--- src/rtl/dacspi_pkg.sv ---
package dacspi_pkg;
  localparam int FRAME_W = 24;
  localparam int OFS_W   = 14;

  localparam logic [5:0] SF_CTRL = 6'd1;
  localparam logic [5:0] SF_OFS0 = 6'd2;
  localparam logic [5:0] SF_RDBK = 6'd5;
  localparam logic [5:0] CH_BASE = 6'd8;

  typedef enum logic [1:0] {
    CMD_SF   = 2'd0,
    CMD_GAIN = 2'd1,
    CMD_OFS  = 2'd2,
    CMD_DATA = 2'd3
  } cmd_e;

  typedef enum logic [2:0] {
    RB_DATA   = 3'd0,
    RB_DATA_B = 3'd1,
    RB_OFS    = 3'd2,
    RB_GAIN   = 3'd3,
    RB_SF     = 3'd4
  } rb_e;

  typedef struct packed {
    cmd_e        cmd;
    logic [5:0]  addr;
    logic [15:0] payload;
  } frame_t;
endpackage

--- src/rtl/spi_frame_port.sv ---
module spi_frame_port
  import dacspi_pkg::*;
(
  input  logic        clk,
  input  logic        rst_n,
  input  logic        sclk,
  input  logic        cs_n,
  input  logic        mosi,
  output logic        miso,
  output logic        frm_vld_o,
  output frame_t      frm_o,
  input  logic        rb_hit_i,
  input  logic [15:0] rb_data_i
);
  localparam int CW      = $clog2(FRAME_W + 2);
  localparam int CNT_MAX = FRAME_W + 1;

  logic [2:0]         meta_q, sync_q;
  logic               sclk_s, cs_s, mosi_s;
  logic               sclk_d, cs_d;
  logic [CW-1:0]      cnt_q;
  logic [FRAME_W-1:0] sh_q, tx_q;

  assign {sclk_s, cs_s, mosi_s} = sync_q;

  wire sclk_rise = sclk_s & ~sclk_d;
  wire sclk_fall = ~sclk_s & sclk_d;
  wire cs_fall   = ~cs_s & cs_d;
  wire cs_rise   = cs_s & ~cs_d;

  always_ff @(posedge clk or negedge rst_n) begin
    if (!rst_n) begin
      meta_q <= 3'b010;
      sync_q <= 3'b010;
      sclk_d <= 1'b0;
      cs_d   <= 1'b1;
    end else begin
      meta_q <= {sclk, cs_n, mosi};
      sync_q <= meta_q;
      sclk_d <= sclk_s;
      cs_d   <= cs_s;
    end
  end

  // receive shifter with saturating edge count
  always_ff @(posedge clk or negedge rst_n) begin
    if (!rst_n) begin
      cnt_q <= '0;
      sh_q  <= '0;
    end else if (cs_fall) begin
      cnt_q <= '0;
      sh_q  <= '0;
    end else if (!cs_s && sclk_rise) begin
      sh_q <= {sh_q[FRAME_W-2:0], mosi_s};
      if (cnt_q != CW'(CNT_MAX)) cnt_q <= cnt_q + 1'b1;
    end
  end

  assign frm_vld_o = cs_rise && (cnt_q == CW'(FRAME_W));
  assign frm_o     = frame_t'(sh_q);

  // transmit staging: loaded at every frame end, shifted on falling SCLK
  always_ff @(posedge clk or negedge rst_n) begin
    if (!rst_n) begin
      tx_q <= '0;
    end else if (cs_rise) begin
      tx_q <= rb_hit_i ? {{(FRAME_W-16){1'b0}}, rb_data_i} : '0;
    end else if (!cs_s && sclk_fall) begin
      tx_q <= {tx_q[FRAME_W-2:0], 1'b0};
    end
  end

  assign miso = tx_q[FRAME_W-1];

  AST_TX_HI_ZERO_IDLE: assert property (@(posedge clk) disable iff (!rst_n)
    (cs_s && cs_d) |-> (tx_q[FRAME_W-1:16] == '0));
  AST_TX_STABLE_IDLE: assert property (@(posedge clk) disable iff (!rst_n)
    (cs_s && cs_d) |=> $stable(tx_q));
  AST_CNT_BOUND: assert property (@(posedge clk) disable iff (!rst_n)
    cnt_q <= CW'(CNT_MAX));
endmodule

--- src/rtl/dac_regs.sv ---
module dac_regs
  import dacspi_pkg::*;
#(
  parameter int NUM_CH    = 16,
  parameter int NUM_GRP   = 2,
  parameter int DATA_BITS = 16
) (
  input  logic        clk,
  input  logic        rst_n,
  input  logic        frm_vld_i,
  input  frame_t      frm_i,
  output logic        rb_hit_o,
  output logic [15:0] rb_data_o,
  output logic        power_down_o
);
  localparam logic [15:0] DMASK = 16'hFFFF << (16 - DATA_BITS);

  logic [15:0]      data_q [NUM_CH];
  logic [15:0]      ofs_q  [NUM_CH];
  logic [15:0]      gain_q [NUM_CH];
  logic [OFS_W-1:0] grp_q  [NUM_GRP];
  logic             pd_q;

  wire       sf_wr   = frm_vld_i && (frm_i.cmd == CMD_SF);
  wire [2:0] rb_type = frm_i.payload[15:13];
  wire [5:0] rb_addr = frm_i.payload[12:7];

  always_ff @(posedge clk or negedge rst_n) begin
    if (!rst_n) begin
      for (int c = 0; c < NUM_CH; c++) begin
        data_q[c] <= '0;
        ofs_q[c]  <= '0;
        gain_q[c] <= DMASK;
      end
      for (int g = 0; g < NUM_GRP; g++) grp_q[g] <= '0;
      pd_q <= 1'b0;
    end else if (frm_vld_i) begin
      for (int c = 0; c < NUM_CH; c++) begin
        if (frm_i.addr == 6'(CH_BASE + c)) begin
          case (frm_i.cmd)
            CMD_DATA: data_q[c] <= frm_i.payload & DMASK;
            CMD_OFS:  ofs_q[c]  <= frm_i.payload & DMASK;
            CMD_GAIN: gain_q[c] <= frm_i.payload & DMASK;
            default:  ;
          endcase
        end
      end
      if (sf_wr) begin
        for (int g = 0; g < NUM_GRP; g++)
          if (frm_i.addr == 6'(SF_OFS0 + g)) grp_q[g] <= frm_i.payload[OFS_W-1:0];
        if (frm_i.addr == SF_CTRL) pd_q <= frm_i.payload[0];
      end
    end
  end

  assign rb_hit_o     = sf_wr && (frm_i.addr == SF_RDBK);
  assign power_down_o = pd_q;

  always_comb begin
    rb_data_o = '0;
    for (int c = 0; c < NUM_CH; c++) begin
      if (rb_addr == 6'(CH_BASE + c)) begin
        case (rb_type)
          RB_DATA: rb_data_o = data_q[c];
          RB_OFS:  rb_data_o = ofs_q[c];
          RB_GAIN: rb_data_o = gain_q[c];
          default: ;
        endcase
      end
    end
    if (rb_type == RB_SF) begin
      if (rb_addr == SF_CTRL) rb_data_o = {15'd0, pd_q};
      for (int g = 0; g < NUM_GRP; g++)
        if (rb_addr == 6'(SF_OFS0 + g)) rb_data_o = {{(16-OFS_W){1'b0}}, grp_q[g]};
    end
  end

  AST_PD_ON_FRAME: assert property (@(posedge clk) disable iff (!rst_n)
    !$stable(pd_q) |-> $past(frm_vld_i));
  AST_CH0_ON_FRAME: assert property (@(posedge clk) disable iff (!rst_n)
    (!$stable(data_q[0]) || !$stable(gain_q[0])) |-> $past(frm_vld_i));
endmodule

--- src/rtl/dac_spi_slave.sv ---
module dac_spi_slave
  import dacspi_pkg::*;
#(
  parameter int NUM_CH    = 16,
  parameter int NUM_GRP   = 2,
  parameter int DATA_BITS = 16
) (
  input  logic clk,
  input  logic rst_n,
  input  logic sclk,
  input  logic cs_n,
  input  logic mosi,
  output logic miso,
  output logic power_down
);
  logic        frm_vld;
  frame_t      frm;
  logic        rb_hit;
  logic [15:0] rb_data;

  spi_frame_port u_port (
    .clk       (clk),
    .rst_n     (rst_n),
    .sclk      (sclk),
    .cs_n      (cs_n),
    .mosi      (mosi),
    .miso      (miso),
    .frm_vld_o (frm_vld),
    .frm_o     (frm),
    .rb_hit_i  (rb_hit),
    .rb_data_i (rb_data)
  );

  dac_regs #(
    .NUM_CH    (NUM_CH),
    .NUM_GRP   (NUM_GRP),
    .DATA_BITS (DATA_BITS)
  ) u_regs (
    .clk          (clk),
    .rst_n        (rst_n),
    .frm_vld_i    (frm_vld),
    .frm_i        (frm),
    .rb_hit_o     (rb_hit),
    .rb_data_o    (rb_data),
    .power_down_o (power_down)
  );
endmodule

--- config.mk ---
export PLATFORM = sky130hd
export DESIGN_NAME = dac_spi_slave
export DESIGN_NICKNAME = d
export VERILOG_FILES = /design/src/rtl/dacspi_pkg.sv /design/src/rtl/spi_frame_port.sv /design/src/rtl/dac_regs.sv /design/src/rtl/dac_spi_slave.sv
export SDC_FILE = /design/constraint.sdc
export NUM_CORES = 1
export LEC_CHECK = 0
export BUFFER_PORTS_ARGS = -buffer_cell sky130_fd_sc_hd__buf_2
export CORE_MARGIN = 8
export CORE_UTILIZATION = 25
export CTS_BUF_LIST = sky130_fd_sc_hd__clkbuf_8
export CTS_CLUSTER_SIZE = 14
export DETAILED_ROUTE_END_ITERATION = 8
export PLACE_DENSITY = 0.44
export REMOVE_ABC_BUFFERS = 1
export SYNTH_ARGS = -nofsm -noshare
export SYNTH_HDL_FRONTEND = slang
export SYNTH_SLANG_ARGS = --single-unit
--- constraint.sdc ---
create_clock -name clk -period 2.3 [get_ports clk]
set_clock_uncertainty 0.15 [all_clocks]
set_input_delay 0.46 -clock clk [delete_from_list [all_inputs] [get_ports clk]]
set_output_delay 0.46 -clock clk [all_outputs]
set_load 0.02 [all_outputs]
Word-level counts from Yosys, hierarchy flattened
Index checks and enable logic that the tools add are counted.
{ "classes": {"addsub": 1, "reduce_logical": 63, "mux": 44, "n_eq_ne": 47, "bitwise_logic": 8} }
{ "op_table": {"columns": ["op", "n"], "rows": [
  ["16-bit one-hot mux with 3 select lines", 16],
  ["16-bit two-way mux", 21],
  ["3-bit AND reduction", 51],
  ["6-bit by 4-bit == test with 1-bit output (second input constant)", 16],
  ["6-bit by 5-bit == test with 1-bit output (second input constant)", 16],
  ["24-bit two-way mux", 4],
  ["6-bit by 2-bit == test with 1-bit output (second input constant)", 4],
  ["5-bit two-way mux", 3],
  ["6-bit by 1-bit == test with 1-bit output (second input constant)", 2],
  ["3-bit by 2-bit == test with 1-bit output (second input constant)", 2],
  ["6-bit by 3-bit == test with 1-bit output (second input constant)", 1],
  ["2-bit nonzero test", 3],
  ["5-bit by 1-bit adder with 5-bit output (second input constant)", 1],
  ["5-bit == test (second input constant)", 1],
  ["1-bit logical AND", 5],
  ["5-bit != test (second input constant)", 1],
  ["1-bit bitwise AND", 4],
  ["2-bit == test (second input constant)", 2],
  ["1-bit NOT", 4],
  ["3-bit == test (second input constant)", 1],
  ["3-bit zero test", 1],
  ["2-bit by 1-bit == test with 1-bit output (second input constant)", 1],
  ["2-bit zero test", 1],
  ["2-bit AND reduction", 1],
  ["1-bit zero test", 1]
]} }
{ "totals": {"out_inout_bits": 2, "ff_bits": 858} }

Logic depth before layout (Yosys ltp)
Gate-level depths: netlist (run 1).
{ "depth": {"word_depth": 39, "ltp_mapped": 12, "depth_no_buf": 8} }

By module
Synthesis (run 1) repeated with hierarchy kept, for this count alone.
{ "hier_totals": {"cells_unflattened": 3322, "hier_area_um2": 41179.5} }
{ "modules_own_cells": {"columns": ["mod", "seq_area_each_um2", "cells_each", "n_inst", "area_per_inst_um2"], "rows": [
  ["dac_regs", 20264.4, 3099, 1, 38714.6],
  ["spi_frame_port", 1530.2, 223, 1, 2464.9]
]} }

Worst setup path after synthesis (run 1)
No wires, ideal clock.
{ "synth_path": {"path_kind": "reg-to-reg", "start": "register u_port.sync_q[1]", "end": "register u_regs.data_q[149] in the netlist's numbering", "arrival_ps": 2278, "stages_incl_launch_ff": 9, "synth_period_minus_slack_ps": 2553, "path_slack_ps": -253, "setup_ps": 125, "n_path_buf": 3, "cell_sequence": "dfstp_2 > nor2b_1 > buf_2 > and3_1 > nand3_1 > buf_4 > nor2_2 > buf_4 > mux2_2"} }
{ "synth_via": {"elab_chain_cells": 3} }
{ "synth_rtl": {"columns": ["item", "line_no", "rtl"], "rows": [
  ["from (decl)", "spi_frame_port.sv:18", "logic [2:0] meta_q, sync_q;"],
  ["from (signal assigned)", "spi_frame_port.sv:39", "sync_q <= meta_q;"],
  ["1-bit bitwise AND", "spi_frame_port.sv:29", "wire cs_rise = cs_s & ~cs_d;"],
  ["1-bit logical AND", "spi_frame_port.sv:59", "assign frm_vld_o = cs_rise && (cnt_q == CW'(FRAME_W));"],
  ["3-bit AND reduction (no line)", null, null],
  ["to (signal, indexed assignment)", "dac_regs.sv:41", "CMD_DATA: data_q[c] <= frm_i.payload & DMASK;"],
  ["to (decl)", "dac_regs.sv:18", "logic [15:0] data_q [NUM_CH];"]
]} }
Every way passes these cells.
A chain may end at the register's enable or synchronous reset.

Worst setup path after layout (run 1)
{ "layout_path": {"start": "register u_port.sh_q[13] (netlist: u_port.frm_o[13])", "end": "register u_port.tx_q[14]"} }
{ "layout_via": {"elab_chain_cells": 39, "elab_cells_between_ends": 42, "cone_classes": "eq/ne: 3; mux: 38; reduce/logical: 1"} }
{ "layout_rtl": {"columns": ["item", "line_no", "rtl"], "rows": [
  ["from (decl)", "spi_frame_port.sv:22", "logic [FRAME_W-1:0] sh_q, tx_q;"],
  ["from (signal assigned)", "spi_frame_port.sv:54", "sh_q <= {sh_q[FRAME_W-2:0], mosi_s};"],
  ["3-bit by 2-bit == test with 1-bit output / 3-bit zero test (equally long branches)", "dac_regs.sv:63", "case (rb_type)"],
  ["16-bit one-hot mux with 3 select lines", "dac_regs.sv:63", null],
  ["16-bit two-way mux", "dac_regs.sv:62", "if (rb_addr == 6'(CH_BASE + c)) begin"],
  ["16-bit one-hot mux with 3 select lines", "dac_regs.sv:63", null],
  ["16-bit two-way mux", "dac_regs.sv:62", null],
  ["16-bit one-hot mux with 3 select lines", "dac_regs.sv:63", null],
  ["16-bit two-way mux", "dac_regs.sv:62", null],
  ["16-bit one-hot mux with 3 select lines", "dac_regs.sv:63", null],
  ["(+22 left out)", null, null],
  ["16-bit two-way mux", "dac_regs.sv:62", null],
  ["16-bit one-hot mux with 3 select lines", "dac_regs.sv:63", null],
  ["16-bit two-way mux", "dac_regs.sv:62", null],
  ["16-bit two-way mux", "dac_regs.sv:72", "if (rb_addr == SF_CTRL) rb_data_o = {15'd0, pd_q};"],
  ["16-bit two-way mux (2 in series)", "dac_regs.sv:74", "if (rb_addr == 6'(SF_OFS0 + g)) rb_data_o = {{(16-OFS_W){1'b0}}, grp_q[g]};"],
  ["16-bit two-way mux *", "dac_regs.sv:71", "if (rb_type == RB_SF) begin"],
  ["16-bit two-way mux *", "spi_frame_port.sv:67", "tx_q <= rb_hit_i ? {{(FRAME_W-16){1'b0}}, rb_data_i} : '0;"],
  ["24-bit two-way mux *", "spi_frame_port.sv:66", "end else if (cs_rise) begin"],
  ["to (signal assigned)", "spi_frame_port.sv:67", null],
  ["to (signal assigned)", "spi_frame_port.sv:69", "tx_q <= {tx_q[FRAME_W-2:0], 1'b0};"],
  ["to (decl)", "spi_frame_port.sv:22", null]
]} }
Every way passes the cells marked *; elsewhere a longest branch is shown, timed or not.

==> impl_metrics.py, run 1 <==
metrics = {
    "clock_network": {
        "numClockSinks": 858,
        "cts_buffer_depth": 3,
        "cts_root_buf": "clkbuf_8",
        "clkLatencyLatePin_ns": 0.93,
        "numCtsBuffers": 157,
        "cts_tree": "built",
        "path_clk_slew_ns": 0.07,
        "htreeDepth": 4,
    },
    "yosys": {
        "ys_types": 78,
        "syn_area_per_cell_um2": 12.7,
        "synth-edff-count": 0,
        "synth_flop_cell": "dfrtp_1",
        "syn_area_um2": 41300,
        "yosys_warnings": 0,
        "syn_inst": 3257,
        "ys_seq_elements": 858,
        "synth_seq_area_share_pct": 52.7,
        "async_flop_share_pct": 100,
    },
    "cells_and_area": {
        "mostFrequentLayoutCell": "dfrtp_1",
        "final_util_pct": 35.1,
        "finish.net_count": 3853,
        "multi_input_area_um2": 21800,
        "register_area_um2": 21800,
        "area_growth_pct": 39.9,
        "design_area_um2": 57800,
        "drive_above_1_share_pct": 62.5,
        "fillers": 16117,
        "fin_cells": 6165,
        "final_cell_mix": "dfrtp_1 (583), mux2_4 (500), mux2_2 (489)",
    },
    "job": {
        "max-cap-violations": 0,
    },
    "power": {
        "vdd_ir_drop_max_uv": 598,
        "cellPowerDensity_nw_per_um2": 520,
        "static-leakage-power_nw": 25.4,
    },
    "grt": {
        "grt_pass1_vias": 31255,
        "track_usage_pct": 16.9,
        "grt_pass1_wl_mm": 228,
        "grt.overflow.total": 0,
        "antenna_found_initial": 4,
        "grt_max_degree": 105,
    },
    "drt": {
        "drt-total-wl_mm": 160,
        "drc": 0,
        "ant_nets": 0,
        "drtPass1Iterations": 7,
        "via_per_inst": 4.93,
        "wl_per_cell_um": 26.0,
        "drt-initial-drc-count": 2299,
        "num_vias": 30402,
    },
    "sta": {
        "hold_viol_final": 0,
        "max_freq_ghz": 0.333,
        "report.final.slew_viol_count": 0,
        "relSlewSlack_pct": 48.2,
        "rsz0062_at_grt": "true",
        "fin_crit_ns": 3.00,
        "tightestPinTransition_ns": 0.775,
        "setup_ws_ns": -0.703,
        "setup_viol": 644,
        "period_share_pct": 131,
    },
    "worst_hold_path": {
        "hold_path.class": "in -> async",
    },
    "die": {
        "core_um2": 165000,
        "dieArea_um2": 179000,
        "die_x_um": 423,
        "ios": 7,
        "start_util_pct": 25.1,
        "core.rowCount": 149,
        "fp.dieH_um": 423,
    },
    "placement": {
        "dp_cells": 5740,
        "dp_hpwl_mm": 101,
        "place_area_um2": 48500,
        "io_buffers": 6,
        "place_ws_ns": -1.36,
        "gp_congestion": 0.944,
    },
    "worst_setup_path": {
        "crit_fanout": 6,
        "cp.required_ns": 2.96,
        "cp_slowest_stage_delay_ns": 0.58,
        "path_cells": "buf_12 > buf_8 > mux2_4 > a221o_1 > nand4_1 > o211ai_1 > a2111oi_4 > buf_4 > o32ai_2 > a31o_2",
        "cp-end-kind": "flip-flop",
        "critPathSlowestCell": "dfrtp_4",
        "cp_top_family": "compound AO/OA/AOI/OAI gates",
        "startpoint_type": "flip-flop",
        "worstSetupPathType": "reg -> reg",
        "crit_arrival_ns": 3.66,
        "cp_num_buf_inv": 3,
    },
    "run_status": {
        "status": "complete, but fails checks",
        "violations": "negative setup slack",
    },
}
sequential cells by signal (all words and copies together), names as in the netlist:
name,flops
u_port.meta_q,3
u_port.cs_d,1
u_regs.ofs_q,256
u_regs.grp_q,28
u_port.tx_q,24
u_port.sync_q,3
u_port.sclk_d,1
u_regs.data_q,256
u_port.cnt_q,5
u_port.frm_o,24
u_regs.gain_q,256
u_regs.power_down_o,1
cell usage after synthesis (all sizes together) (25+ instances only):
cell	n	share of area, %
dfrtp	599	36
nand2	188	1.7
a22oi	129	2.3
mux2	989	27
o21ai	121	1.5
dfstp	259	16
nor2	105	1.5
a22o	36	0.76
nand3	25	0.31
clkbuf	179	1.6
a21oi	102	1.2
buf	134	1.9
a221oi	84	1.8
nor3	41	0.60
area by class of cell:
| type | instances | area share (%) |
|---|---|---|
| multi-input combinational | 2078 | 37.7 |
| inverter | 8 | 0.0519 |
| clock buffer | 175 | 4.17 |
| tap | 2189 | 4.74 |
| timing repair buffer | 742 | 14.6 |
| sequential | 858 | 37.7 |
| antenna | 1 | 0.00433 |
| clock inverter | 114 | 1.02 |
timing repair:
item | in CTS | in global routing
setup endpoints to repair | 778 | 723
hold endpoints to repair | 685 | 0
gates resized for setup | 516 | 518
buffers inserted | 61 | 43
cloned | 27 | 24
pin swaps | 87 | 97
hold buffers | 8 | 0
where the power goes:
group	leakage (nW)	internal (mW)	total, mW	switching [mW]
logic	12.5	0.191	0.694	0.503
registers	11.0	15.2	15.2	0.0325
clock network	1.87	7.25	14.2	6.94
total	25.4	22.6	30.1	7.47
metrics by stage:
stage / power, mW / TNS, ns / hold WS [ns]
global route: 31.4 / -120.89 / 0.0964
global placement: 16.1 / -120.90 / 0.187
finish: 30.1 / -70.23 / 0.161
floorplan: 15.6 / -1213.61 / 0.0144
CTS: 30.6 / -76.00 / 0.0769
detailed placement: 16.1 / -116.05 / 0.186
layer usage:
layer	GRT usage [%]	part of all wire, %	up-vias	wire length (µm)
met5	0	0	-	0
met2	26.1	45	790	72200
met3	2.88	4.9	257	7850
met1	24.2	47	16100	75200
li1	-	-	13255	-
met4	4.67	3.1	0	5000
kinds of logic after synthesis:
kind of cell               share of synthesized area, %
AOI/OAI and AO/OA                                  10.5
xor gates and xnor gates                         0.0636
adders and majority gates                        0.0908
buffers and inverters                              3.57
DFF                                                52.7
muxes                                              27.5
and+or+nand+nor                                    5.60
path summary, 6_finish.rpt:
kind	startpoint	endpoint	slack [ns]	depth (start not counted)
worst min-delay path	rst_n	u_regs.gain_q[141]	0.16	2
worst min register to register	u_port.meta_q[2]	u_port.sync_q[2]	0.20	0
min in group clk	u_port.meta_q[2]	u_port.sync_q[2]	0.20	0
worst max-delay path	u_port.frm_o[13]	u_port.tx_q[14]	-0.70	10
worst max register to register	u_port.frm_o[13]	u_port.tx_q[14]	-0.70	10
max in group asynchronous	rst_n	u_port.frm_o[14]	0.58	3
Note: power is estimated with default switching activity, not from simulation.
==> run 2, diff against run 1 <==
--- a/config.mk
+++ b/config.mk
@@ -8,7 +8,6 @@
 export BUFFER_PORTS_ARGS = -buffer_cell sky130_fd_sc_hd__buf_2
 export CORE_MARGIN = 8
 export CORE_UTILIZATION = 25
-export CTS_BUF_LIST = sky130_fd_sc_hd__clkbuf_8
 export CTS_CLUSTER_SIZE = 14
 export DETAILED_ROUTE_END_ITERATION = 8
 export PLACE_DENSITY = 0.44
==> run 2 against run 1 <==
Net effect:
- register-to-register slack barely moved
- cell count fell by 1.7%
- hold slack got worse by 0.079 ns
- the flow still finishes with violations (negative setup slack)
- setup slack improved by 0.013 ns
- largest cell class unchanged
- non-clock buffer count fell by 7
- utilization fell by 0.38 points
- sequential power barely moved
- combinational power fell by 2%
- critical endpoint is now u_port.tx_q[10]
==> impl_metrics.py, run 2 (synthesized netlist as in run 1, its figures left out) <==
metrics = {
    "run_status": {
        "status": "complete, but fails checks",
        "violations": "negative setup slack",
    },
    "drt": {
        "via_per_inst": 4.96,
        "drt-initial-drc-count": 2356,
        "ant_nets": 0,
        "wl_per_cell_um": 25.9,
        "num_vias": 30031,
        "drc": 0,
        "drt-total-wl_mm": 157,
        "drtPass1Iterations": 5,
    },
    "sta": {
        "relSlewSlack_pct": 52.8,
        "report.final.slew_viol_count": 0,
        "period_share_pct": 130,
        "hold_viol_final": 0,
        "fin_crit_ns": 2.99,
        "rsz0062_at_grt": "true",
        "setup_viol": 686,
        "setup_ws_ns": -0.690,
        "max_freq_ghz": 0.334,
        "finalSetupTns_ns": -79.49,
        "tightestPinTransition_ns": 0.705,
    },
    "placement": {
        "dp_cells": 5740,
        "gp_congestion": 0.944,
        "io_buffers": 6,
        "dp_hpwl_mm": 101,
    },
    "power": {
        "p_total_mw": 32.4,
        "vdd_ir_drop_max_uv": 559,
        "static-leakage-power_nw": 24.9,
        "cellPowerDensity_nw_per_um2": 567,
    },
    "cells_and_area": {
        "finish.net_count": 3789,
        "final_cell_mix": "dfrtp_1 (583), mux2_2 (569), buf_4 (506)",
        "final_util_pct": 34.7,
        "area_growth_pct": 38.3,
        "fin_cells": 6058,
        "reg.largest.list": "u_regs.data_q: 256 flops, u_regs.gain_q: 256 flops, u_regs.ofs_q: 256 flops",
        "mostFrequentLayoutCell": "dfrtp_1",
        "drive_above_1_share_pct": 61.6,
    },
    "worst_setup_path": {
        "rr_worst_depth": 10,
        "path_cells": "buf_12 > buf_16 > mux2_4 > a22o_4 > a21oi_4 > o32ai_4 > a211oi_4 > buf_6 > o221ai_4 > a41o_1",
        "cp.required_ns": 2.74,
        "cp_slowest_stage_delay_ns": 0.56,
        "crit_fanout": 8,
        "cp_top_family": "compound AO/OA/AOI/OAI gates",
        "rrSetupSlack_ns": -0.69,
        "startpoint_type": "flip-flop",
        "r2r-end": "u_port.tx_q[10]",
        "r2r_start": "u_port.frm_o[13]",
        "critPathSlowestCell": "dfrtp_4",
        "cp-end-kind": "flip-flop",
        "cp_num_buf_inv": 3,
        "worstSetupPathType": "reg -> reg",
        "crit_arrival_ns": 3.43,
    },
    "grt": {
        "grt_pass1_wl_mm": 224,
        "antenna_found_initial": 4,
        "grt_pass1_vias": 30643,
        "grt_max_degree": 105,
        "track_usage_pct": 16.5,
        "grt.overflow.total": 0,
    },
    "clock_network": {
        "numClockSinks": 858,
        "cts_buffer_depth": 3,
        "clkLatencyLatePin_ns": 0.73,
        "htreeDepth": 3,
        "cts_tree": "built",
        "cts_root_buf": "clkbuf_16",
        "path_clk_slew_ns": 0.06,
        "numCtsBuffers": 100,
    },
    "die": {
        "ios": 7,
        "core_um2": 165000,
        "start_util_pct": 25.1,
        "fp.dieH_um": 423,
        "dieArea_um2": 179000,
        "core.rowCount": 149,
        "die_x_um": 423,
    },
    "worst_hold_path": {
        "hold_path.class": "in -> async",
    },
    "job": {
        "max-cap-violations": 0,
    },
}
==> run 2: cell count changes in the layout (fill, tap and decap cells not counted), sizes merged, moves of 2 or more <==
cell | before | now
buf | 701 | 703
dlygate4sd3 | 8 | 4
inv | 110 | 11
bufinv | 2 | 9
clkinv | 7 | 21
clkbuf | 202 | 175
==> run 2: worst register-to-register path, cell delays in order, from the launching register on <==
cell and delay (ns):
dfrtp_4 0.56, buf_12 0.19, buf_16 0.16, mux2_4 0.31
a22o_4 0.25, a21oi_4 0.23, o32ai_4 0.12, a211oi_4 0.40
buf_6 0.17, o221ai_4 0.13, a41o_1 0.19
==> run 2: how the worst max path moves through the flow <==
| stage | startpoint | to | slack [ns] | depth (start not counted) |
|---|---|---|---|---|
| 2_1_floorplan | u_port.frm_o[13] | u_port.tx_q[3] | -14.04 | 5 |
| 3_3_place_gp | u_port.frm_o[13] | u_port.tx_q[14] | -1.33 | 10 |
| 3_5_place_dp | u_port.frm_o[13] | u_port.tx_q[13] | -1.36 | 13 |
| 4_1_cts | u_port.frm_o[13] | u_port.tx_q[14] | -0.72 | 10 |
| 5_1_grt | u_port.frm_o[13] | u_port.tx_q[3] | -0.73 | 13 |
| 6_report | u_port.frm_o[13] | u_port.tx_q[10] | -0.69 | 10 |
==> run 2: repair_timing <==
item	4_1_cts	5_1_grt
buffers inserted	52	51
resized for setup	409	420
setup endpoints to repair	776	775
gates cloned	25	21
pin swaps	48	95
endpoints found under the hold margin	381	0
hold buffers	4	0
==> run 2: layout make-up <==
cell class	instances	area, µm²
Fill cell	16078	107000
Antenna cell	2	5.00
Timing Repair Buffer	735	8120
Tap cell	2189	2740
Multi-Input combinational cell	2078	21100
Inverter	8	30.0
Clock buffer	152	2940
Sequential cell	858	21800
Clock inverter	36	450
==> run 2: per-stage QoR <==
stage	area [µm²]	hold slack, ns	worst slack (ns)
4_1_cts	54800	0.0392	-0.721
3_3_place_gp	48500	0.187	-1.33
5_1_grt	57200	0.0707	-0.733
3_5_place_dp	48500	0.186	-1.36
6_report	57200	0.0824	-0.690
2_1_floorplan	39900	0.0144	-14.04
==> run 2: power breakdown <==
group	internal [mW]	total (mW)	leakage, nW	switching [mW]
clock network	9.83	16.6	1.67	6.74
logic	0.184	0.678	12.2	0.494
registers	15.2	15.2	11.0	0.0321
total	25.2	32.4	24.9	7.27
==> run 2: routing by layer <==
| layer | GRT usage [%] | share of wire [%] | vias up |
|---|---|---|---|
| li1 | - | - | 13119 |
| met2 | 25.7 | 45 | 797 |
| met3 | 2.07 | 4.3 | 217 |
| met5 | 0 | 0 | - |
| met4 | 5.10 | 3.1 | 0 |
| met1 | 23.9 | 48 | 15898 |
